--- src/rtl/wul_pkg.sv ---
package wul_pkg;

  typedef enum logic [2:0] {
    PH_IDLE,
    PH_DEV,
    PH_ADDR,
    PH_WDATA,
    PH_RDATA,
    PH_SKIP
  } phase_e;

  localparam logic [7:0] ST_CLEAR    = 8'h00;
  localparam logic [7:0] ST_SET_WEN  = 8'h02;
  localparam logic [7:0] ST_SET_BOTH = 8'h06;

  // Status read layout: bit0 busy, bit1 write latch, bit2 register-write latch
  function automatic logic [7:0] status_byte(input logic busy, input logic wen, input logic rwen);
    return {5'b0, rwen, wen, busy};
  endfunction

  // True when byte index k of a burst starting at base with cnt bytes hits address a
  function automatic logic burst_hits(input logic [7:0] a, input logic [7:0] base, input int cnt);
    return (a >= base) && (int'(a - base) < cnt);
  endfunction

endpackage

--- src/rtl/wul_txn_decoder.sv ---
module wul_txn_decoder
  import wul_pkg::*;
#(
  parameter int          MAX_BURST = 8,
  parameter logic [7:0]  DEV_WR    = 8'hDE,
  parameter logic [7:0]  DEV_RD    = 8'hDF,
  localparam int         CNT_W     = $clog2(MAX_BURST + 1),
  localparam int         IDX_W     = (MAX_BURST > 1) ? $clog2(MAX_BURST) : 1
) (
  input  logic                          clk_i,
  input  logic                          rst_ni,
  input  logic                          start_i,
  input  logic                          stop_i,
  input  logic                          abort_i,
  input  logic                          byte_vld_i,
  input  logic [7:0]                    byte_i,
  output logic                          commit_o,
  output logic [7:0]                    base_o,
  output logic [CNT_W-1:0]              cnt_o,
  output logic [MAX_BURST-1:0][7:0]     data_o,
  output logic                          rd_req_o,
  output logic [7:0]                    rd_addr_o
);

  phase_e              phase_q;
  logic                wr_q;
  logic [7:0]          ptr_q;
  logic [CNT_W-1:0]    cnt_q;
  logic [MAX_BURST-1:0][7:0] stage_q;

  always_ff @(posedge clk_i or negedge rst_ni) begin
    if (!rst_ni) begin
      phase_q   <= PH_IDLE;
      wr_q      <= 1'b0;
      ptr_q     <= '0;
      cnt_q     <= '0;
      stage_q   <= '0;
      base_o    <= '0;
      commit_o  <= 1'b0;
      rd_req_o  <= 1'b0;
      rd_addr_o <= '0;
    end else begin
      commit_o <= 1'b0;
      rd_req_o <= 1'b0;
      if (abort_i) begin
        phase_q <= PH_IDLE;        // framing error drops the frame
        cnt_q   <= '0;
      end else if (start_i) begin
        phase_q <= PH_DEV;         // repeated start discards staged bytes
        cnt_q   <= '0;
      end else if (stop_i) begin
        if (phase_q == PH_WDATA && cnt_q != '0) commit_o <= 1'b1;
        phase_q <= PH_IDLE;
      end else if (byte_vld_i) begin
        unique case (phase_q)
          PH_DEV: begin
            wr_q    <= (byte_i == DEV_WR);
            phase_q <= (byte_i == DEV_WR || byte_i == DEV_RD) ? PH_ADDR : PH_SKIP;
          end
          PH_ADDR: begin
            base_o  <= byte_i;
            ptr_q   <= byte_i;
            phase_q <= wr_q ? PH_WDATA : PH_RDATA;
          end
          PH_WDATA: begin
            if (cnt_q < CNT_W'(MAX_BURST)) begin   // burst capped
              stage_q[cnt_q[IDX_W-1:0]] <= byte_i;
              cnt_q <= cnt_q + 1'b1;
            end
          end
          PH_RDATA: begin
            rd_req_o  <= 1'b1;
            rd_addr_o <= ptr_q;
            ptr_q     <= ptr_q + 8'd1;   // auto-increment
          end
          default: ;
        endcase
      end
    end
  end

  assign cnt_o  = cnt_q;
  assign data_o = stage_q;

endmodule

--- src/rtl/wul_unlock_latch.sv ---
module wul_unlock_latch
  import wul_pkg::*;
(
  input  logic       clk_i,
  input  logic       rst_ni,
  input  logic       wr_en_i,
  input  logic [7:0] wr_data_i,
  input  logic       prog_done_i,
  output logic       wen_o,
  output logic       rwen_o
);

  always_ff @(posedge clk_i or negedge rst_ni) begin
    if (!rst_ni) begin
      wen_o  <= 1'b0;
      rwen_o <= 1'b0;
    end else if (wr_en_i) begin
      unique case (wr_data_i)
        ST_CLEAR: begin
          wen_o  <= 1'b0;
          rwen_o <= 1'b0;
        end
        ST_SET_WEN: wen_o <= 1'b1;
        ST_SET_BOTH: if (wen_o) rwen_o <= 1'b1;    // ordered unlock
        default: ;
      endcase
    end else if (prog_done_i) begin
      rwen_o <= 1'b0;
    end
  end

endmodule

--- src/rtl/wul_nv_store.sv ---
module wul_nv_store
  import wul_pkg::*;
#(
  parameter int  NREG        = 16,
  parameter int  MAX_BURST   = 8,
  parameter int  PROG_CYCLES = 500000,
  localparam int CNT_W       = $clog2(MAX_BURST + 1),
  localparam int IDX_W       = (MAX_BURST > 1) ? $clog2(MAX_BURST) : 1,
  localparam int TMR_W       = $clog2(PROG_CYCLES + 1)
) (
  input  logic                      clk_i,
  input  logic                      rst_ni,
  input  logic                      launch_i,
  input  logic [7:0]                base_i,
  input  logic [CNT_W-1:0]          cnt_i,
  input  logic [MAX_BURST-1:0][7:0] data_i,
  output logic                      busy_o,
  output logic                      done_o,
  output logic [NREG*8-1:0]         regs_o
);

  logic [TMR_W-1:0]      tmr_q;
  logic [NREG-1:0]       mask_d, mask_q;
  logic [NREG-1:0][7:0]  val_d, val_q, mem_q;

  always_comb begin
    for (int k = 0; k < NREG; k++) begin
      logic [7:0] off;
      off       = 8'(k) - base_i;
      mask_d[k] = burst_hits(8'(k), base_i, int'(cnt_i));
      val_d[k]  = data_i[off[IDX_W-1:0]];
    end
  end

  assign done_o = busy_o && (tmr_q == '0);

  always_ff @(posedge clk_i or negedge rst_ni) begin
    if (!rst_ni) begin
      busy_o <= 1'b0;
      tmr_q  <= '0;
      mask_q <= '0;
      val_q  <= '0;
    end else if (launch_i) begin
      busy_o <= 1'b1;
      tmr_q  <= TMR_W'(PROG_CYCLES - 1);
      mask_q <= mask_d;
      val_q  <= val_d;
    end else if (busy_o) begin
      if (tmr_q == '0) busy_o <= 1'b0;
      else tmr_q <= tmr_q - 1'b1;
    end
  end

  for (genvar g = 0; g < NREG; g++) begin : g_cell
    always_ff @(posedge clk_i or negedge rst_ni) begin
      if (!rst_ni)                    mem_q[g] <= 8'h00;
      else if (done_o && mask_q[g])   mem_q[g] <= val_q[g];
    end
    assign regs_o[g*8 +: 8] = mem_q[g];
  end

endmodule

--- src/rtl/wul_unlock_ctrl.sv ---
module wul_unlock_ctrl
  import wul_pkg::*;
#(
  parameter int         NREG        = 16,
  parameter int         MAX_BURST   = 8,
  parameter int         PROG_CYCLES = 500000,
  parameter logic [7:0] STAT_ADDR   = 8'h3F,
  parameter logic [7:0] DEV_WR      = 8'hDE,
  parameter logic [7:0] DEV_RD      = 8'hDF
) (
  input  logic       clk_i,
  input  logic       rst_ni,
  input  logic       start_i,
  input  logic       stop_i,
  input  logic       abort_i,
  input  logic       byte_vld_i,
  input  logic [7:0] byte_i,
  output logic       rd_vld_o,
  output logic [7:0] rd_data_o,
  output logic       busy_o
);

  localparam int         CNT_W  = $clog2(MAX_BURST + 1);
  localparam logic [7:0] NREG_B = 8'(NREG);

  logic                      commit_w;
  logic [7:0]                base_w;
  logic [CNT_W-1:0]          cnt_w;
  logic [MAX_BURST-1:0][7:0] stage_w;
  logic                      rd_req_w;
  logic [7:0]                rd_addr_w;
  logic                      wen_w, rwen_w;
  logic                      stat_wr_w, nv_launch_w, nv_done_w;
  logic [NREG*8-1:0]         regs_flat_w;

  wul_txn_decoder #(
    .MAX_BURST(MAX_BURST), .DEV_WR(DEV_WR), .DEV_RD(DEV_RD)
  ) u_dec (
    .clk_i(clk_i), .rst_ni(rst_ni),
    .start_i(start_i), .stop_i(stop_i), .abort_i(abort_i),
    .byte_vld_i(byte_vld_i), .byte_i(byte_i),
    .commit_o(commit_w), .base_o(base_w), .cnt_o(cnt_w), .data_o(stage_w),
    .rd_req_o(rd_req_w), .rd_addr_o(rd_addr_w)
  );

  // nothing written while a commit runs
  assign stat_wr_w   = commit_w && (base_w == STAT_ADDR) && !busy_o;
  // configuration commit needs both latches and an in-map start
  assign nv_launch_w = commit_w && (base_w < NREG_B) && !busy_o && wen_w && rwen_w;

  wul_unlock_latch u_lat (
    .clk_i(clk_i), .rst_ni(rst_ni),
    .wr_en_i(stat_wr_w), .wr_data_i(stage_w[0]),
    .prog_done_i(nv_done_w),
    .wen_o(wen_w), .rwen_o(rwen_w)
  );

  wul_nv_store #(
    .NREG(NREG), .MAX_BURST(MAX_BURST), .PROG_CYCLES(PROG_CYCLES)
  ) u_nv (
    .clk_i(clk_i), .rst_ni(rst_ni),
    .launch_i(nv_launch_w), .base_i(base_w), .cnt_i(cnt_w), .data_i(stage_w),
    .busy_o(busy_o), .done_o(nv_done_w), .regs_o(regs_flat_w)
  );

  // reads are side-effect free
  always_ff @(posedge clk_i or negedge rst_ni) begin
    if (!rst_ni) begin
      rd_vld_o  <= 1'b0;
      rd_data_o <= 8'h00;
    end else begin
      rd_vld_o <= rd_req_w;
      if (rd_req_w) begin
        if (rd_addr_w == STAT_ADDR)  rd_data_o <= status_byte(busy_o, wen_w, rwen_w);
        else if (rd_addr_w < NREG_B) rd_data_o <= regs_flat_w[rd_addr_w*8 +: 8];
        else                         rd_data_o <= 8'h00;
      end
    end
  end

endmodule

--- config.mk ---
export PLATFORM = sky130hd
export DESIGN_NAME = wul_unlock_ctrl
export DESIGN_NICKNAME = d
export VERILOG_FILES = /design/src/rtl/wul_pkg.sv /design/src/rtl/wul_txn_decoder.sv /design/src/rtl/wul_unlock_latch.sv /design/src/rtl/wul_nv_store.sv /design/src/rtl/wul_unlock_ctrl.sv
export SDC_FILE = /design/constraint.sdc
export NUM_CORES = 1
export LEC_CHECK = 0
export ABC_AREA = 0
export ABC_CLOCK_PERIOD_IN_PS = 9550
export BUFFER_PORTS_ARGS = -buffer_cell sky130_fd_sc_hd__clkbuf_2
export CAP_MARGIN = 20
export CORE_MARGIN = 4
export CORE_UTILIZATION = 50
export CTS_CLUSTER_SIZE = 24
export DETAILED_ROUTE_END_ITERATION = 8
export PLACE_DENSITY = 0.78
export SLEW_MARGIN = 15
export SYNTH_ARGS = -nofsm -noshare
export SYNTH_HDL_FRONTEND = slang
export SYNTH_SLANG_ARGS = --single-unit
--- constraint.sdc ---
create_clock -name clk_i -period 9.55 [get_ports clk_i]
set_clock_uncertainty 0.2 [all_clocks]
set_input_delay 0.955 -clock clk_i [delete_from_list [all_inputs] [get_ports clk_i]]
set_output_delay 0.955 -clock clk_i [all_outputs]
set_load 0.05 [all_outputs]
==> results_dict.tcl <==
set metrics [dict create \
    cts-resized-gates 0 \
    p_int_mw 2.38 \
    tightest_slew_ns 1.09 \
    grt_usage 0.233 \
    setup_violations 0 \
    netSwitchingPower_uw 686 \
    path_class "register to register" \
    p_comb_frac 0.046 \
    hp-class "register to register" \
    gp_congestion 0.890 \
    synth_warnings 0 \
    synth_cells 1436 \
    peakVddDrop_uv 155 \
    sw_frac_of_total 0.224 \
    timing.reg2reg.setup_slack_ns 6.11 \
    avgSynthCellArea_um2 12.8 \
    grt_max_degree 125 \
    cts_setup_buffers 0 \
    maxCapViolations 0 \
    first_global_vias 12100 \
    cp_max_fo 16 \
    crit_path_frequent_cell "ha_1" \
    syn-num-nets 1499 \
    seqPwrFrac 0.469 \
    required_ns 9.78 \
    routed_wl_um 45600 \
    num_vias 12200 \
    maxSlewViolCount 0 \
    path_depth 9 \
    htreeDepth 2 \
    dieHeight_um 200 \
    worst_setup_path_start_kind "register" \
    clk_path_buf_depth 3 \
    clock-sinks 337 \
    worstPathArrival_ns 3.67 \
    fillCellCount 2803 \
    hpwl_um 31700 \
    fin_nets 1506 \
    drive_gt1_frac 0.310 \
    endpoint "u_nv.mask_q[13]" \
    rsz0062_at_grt "false" \
    power_leakage_nw 9.47 \
    cp_slowest_stage_delay_ns 0.71 \
    ys_types 72 \
    ys_seq_area_frac 0.459 \
    ctsHoldBuffers 0 \
    r2r_cells 9 \
    die-area_um2 39900 \
    dr.pass1.iters 5 \
    clkTransAtPathRegs_ns 0.06 \
    area_growth_pct 10.3 \
    core_area_um2 35900 \
    wl_per_cell_um 23.6 \
    hold_path_depth 0 \
    slowest_stage "ha_1" \
    r2r_start "u_dec.base_o[1]" \
    power_per_cell_area_nw_per_um2 151 \
    grt_pass1_wl_um 72300 \
    synth_edf_count 0 \
    place_worst_setup_slack_ns 6.11 \
    hold_viol 0 \
    row_count 69 \
    path_cells "inv_1 > ha_1 > inv_2 > ha_1 > o21ai_0 > nand2b_1 > a22o_1 > o41a_1 > o31ai_1" \
    fmaxAchievable_mhz 291 \
    ant_nets 0 \
    syn-cell-area_um2 18400 \
    clkPwrFrac 0.484 \
    clk-insertion-delay-late_ns 0.53 \
    worst_slack_ns 6.11 \
    min_period_ns 3.44 \
    regToRegEndpoint "u_nv.mask_q[13]" \
    relSlewSlack 0.271 \
    status "finished, final reports clean" \
    io_pins 24 \
    critPathTopFamily "adder cells" \
    synthArstFlopShare 1.00 \
    fin_crit_sh 0.360 \
    fp.dieW_um 200 \
    synthFlopType "dfrtp_1" \
    finalPower_mw 3.07 \
    startpoint "u_dec.base_o[1]" \
    clock-root-buffer "clkbuf_16" \
    antenna_found_initial 5 \
    start_util 0.512 \
    cts_tree "done" \
    drc_errors 0 \
    synth_seq_cells 337 \
    port_buffers 23 \
    end_kind "register" \
    cts_made_buffers 37 \
    final.setup.tns_ns 0 \
    drt_iter0_markers 1168 \
    vias_per_cell 6.32 \
    overflow 0 \
    path_buf_inv 2 \
]
[Yosys cell counts, types with 3 or more instances]
cell type	number	share of area
a2111oi_0	5	0.0024
a211o_1	3	0.0014
a211oi_1	3	0.0012
a21o_1	8	0.0033
a21oi_1	37	0.010
a221oi_1	5	0.0024
a22o_1	7	0.0033
a31oi_1	4	0.0014
and2_1	4	0.0014
and3_1	8	0.0027
and4_1	3	0.0014
buf_1	11	0.0022
buf_2	5	0.0014
clkbuf_1	59	0.012
clkinv_1	4	0.00082
dfrtp_1	337	0.46
ha_1	49	0.033
inv_1	29	0.0059
inv_2	4	0.00082
mux2_2	138	0.085
mux2_4	72	0.059
mux2i_1	72	0.039
mux4_2	101	0.12
nand2_1	135	0.028
nand2_8	9	0.0098
nand2b_1	6	0.0020
nand3_1	12	0.0033
nand3b_1	4	0.0016
nand4_1	10	0.0034
nor2_1	41	0.0084
nor2b_1	15	0.0051
nor3_1	18	0.0049
nor3_2	3	0.0016
nor3b_1	4	0.0016
nor4_1	4	0.0014
o211ai_1	6	0.0024
o21ai_0	102	0.028
o21bai_1	3	0.0012
o31ai_1	11	0.0045
or2_2	4	0.0014
or3_1	3	0.0010
or4_1	4	0.0016
xnor2_1	28	0.013
xor2_1	9	0.0043
[state kept, by name, summed over array words and instances, names as in the netlist]
| signal | count |
|---|---|
| u_dec.phase_q | 3 |
| rd_data_o | 8 |
| rd_vld_o | 1 |
| u_dec.commit_o | 1 |
| u_lat.wen_o | 1 |
| u_nv.mask_q | 16 |
| u_dec.data_o | 64 |
| u_lat.rwen_o | 1 |
| u_dec.base_o | 8 |
| u_nv.val_q | 64 |
| u_dec.wr_q | 1 |
| u_dec.ptr_q | 8 |
| u_dec.rd_req_o | 1 |
| u_nv.regs_o | 128 |
| u_nv.tmr_q | 19 |
| u_dec.cnt_o | 4 |
| u_nv.busy_o | 1 |
| u_dec.rd_addr_o | 8 |
[layout make-up]
| class | instances | area [um2] | share of cell area |
|---|---|---|---|
| multi-input cells | 984 | 9490 | 0.468 |
| flip-flops and latches | 337 | 8440 | 0.416 |
| clock buffers | 55 | 1120 | 0.0554 |
| well taps | 461 | 577 | 0.0284 |
| repair buffers | 46 | 335 | 0.0165 |
| clock inverters | 13 | 168 | 0.00827 |
| inverters | 37 | 139 | 0.00685 |
| diodes | 1 | 2.50 | 0.000123 |
[per-stage QoR]
step / cells / hold slack, ns / util / instance area (um2)
final: 1934 / 0.204 / 0.565 / 20300
after global routing: 1934 / 0.219 / 0.565 / 20300
after CTS: 1930 / 0.208 / 0.563 / 20200
after detailed placement: 1862 / 0.186 / 0.527 / 18900
after global placement: 1862 / 0.200 / 0.527 / 18900
after floorplan: 1436 / 0.161 / - / 18400
[layout by cell type, fill, tap and decap left out, types with 6 or more instances in the layout]
cell type / instances
a21o_1: 8
a21oi_1: 37
a22o_1: 7
and3_1: 8
buf_4: 20
clkbuf_16: 37
clkbuf_2: 22
clkbuf_8: 13
dfrtp_1: 334
ha_1: 49
inv_1: 29
mux2_2: 138
mux2_4: 72
mux2i_1: 72
mux4_2: 101
nand2_1: 135
nand2_8: 9
nand2b_1: 6
nand3_1: 12
nand4_1: 10
nor2_1: 41
nor2b_1: 15
nor3_1: 18
o211ai_1: 6
o21ai_0: 101
o31ai_1: 11
xnor2_1: 28
xor2_1: 9
[power by group through the flow]
stage	combinational (mW)	clock, mW	sequential (mW)
floorplan	0.0848	0	1.46
global placement	0.140	0	1.47
detailed placement	0.141	0	1.47
CTS	0.142	1.50	1.44
global route	0.160	1.57	1.44
finish	0.142	1.49	1.44
[how the worst min path moves through the flow]
stage | slack [ns] | from | to
3_5_place_dp | 0.19 | u_dec.rd_req_o | rd_vld_o
2_1_floorplan | 0.16 | u_dec.rd_req_o | rd_vld_o
4_1_cts | 0.21 | u_dec.rd_req_o | rd_vld_o
3_3_place_gp | 0.20 | u_dec.rd_req_o | rd_vld_o
6_report | 0.20 | u_dec.rd_req_o | rd_vld_o
5_1_grt | 0.22 | u_dec.rd_req_o | rd_vld_o
[logic make-up after synthesis]
group | share of synthesized area
multiplexers | 0.306
flip-flops | 0.459
AND/OR/NAND/NOR | 0.0859
AO/OA/AOI/OAI | 0.0729
buffers and inverters | 0.0253
adder cells (fa/ha/maj) | 0.0333
XOR/XNOR | 0.0176
[routing by layer]
layer	vias to the layer above	track usage	part of all wire
met5	-	0	0.00059
li1	5353	-	-
met3	79	0.0552	0.082
met2	494	0.358	0.46
met4	4	0.0621	0.024
met1	6299	0.338	0.43
[worst register-to-register path, stage by stage, from the launching register on]
cell	delay, ns
dfrtp_2	0.57
inv_1	0.24
ha_1	0.71
inv_2	0.28
ha_1	0.34
o21ai_0	0.07
nand2b_1	0.11
a22o_1	0.24
o41a_1	0.36
o31ai_1	0.23
(Power assumes the default switching activity.)
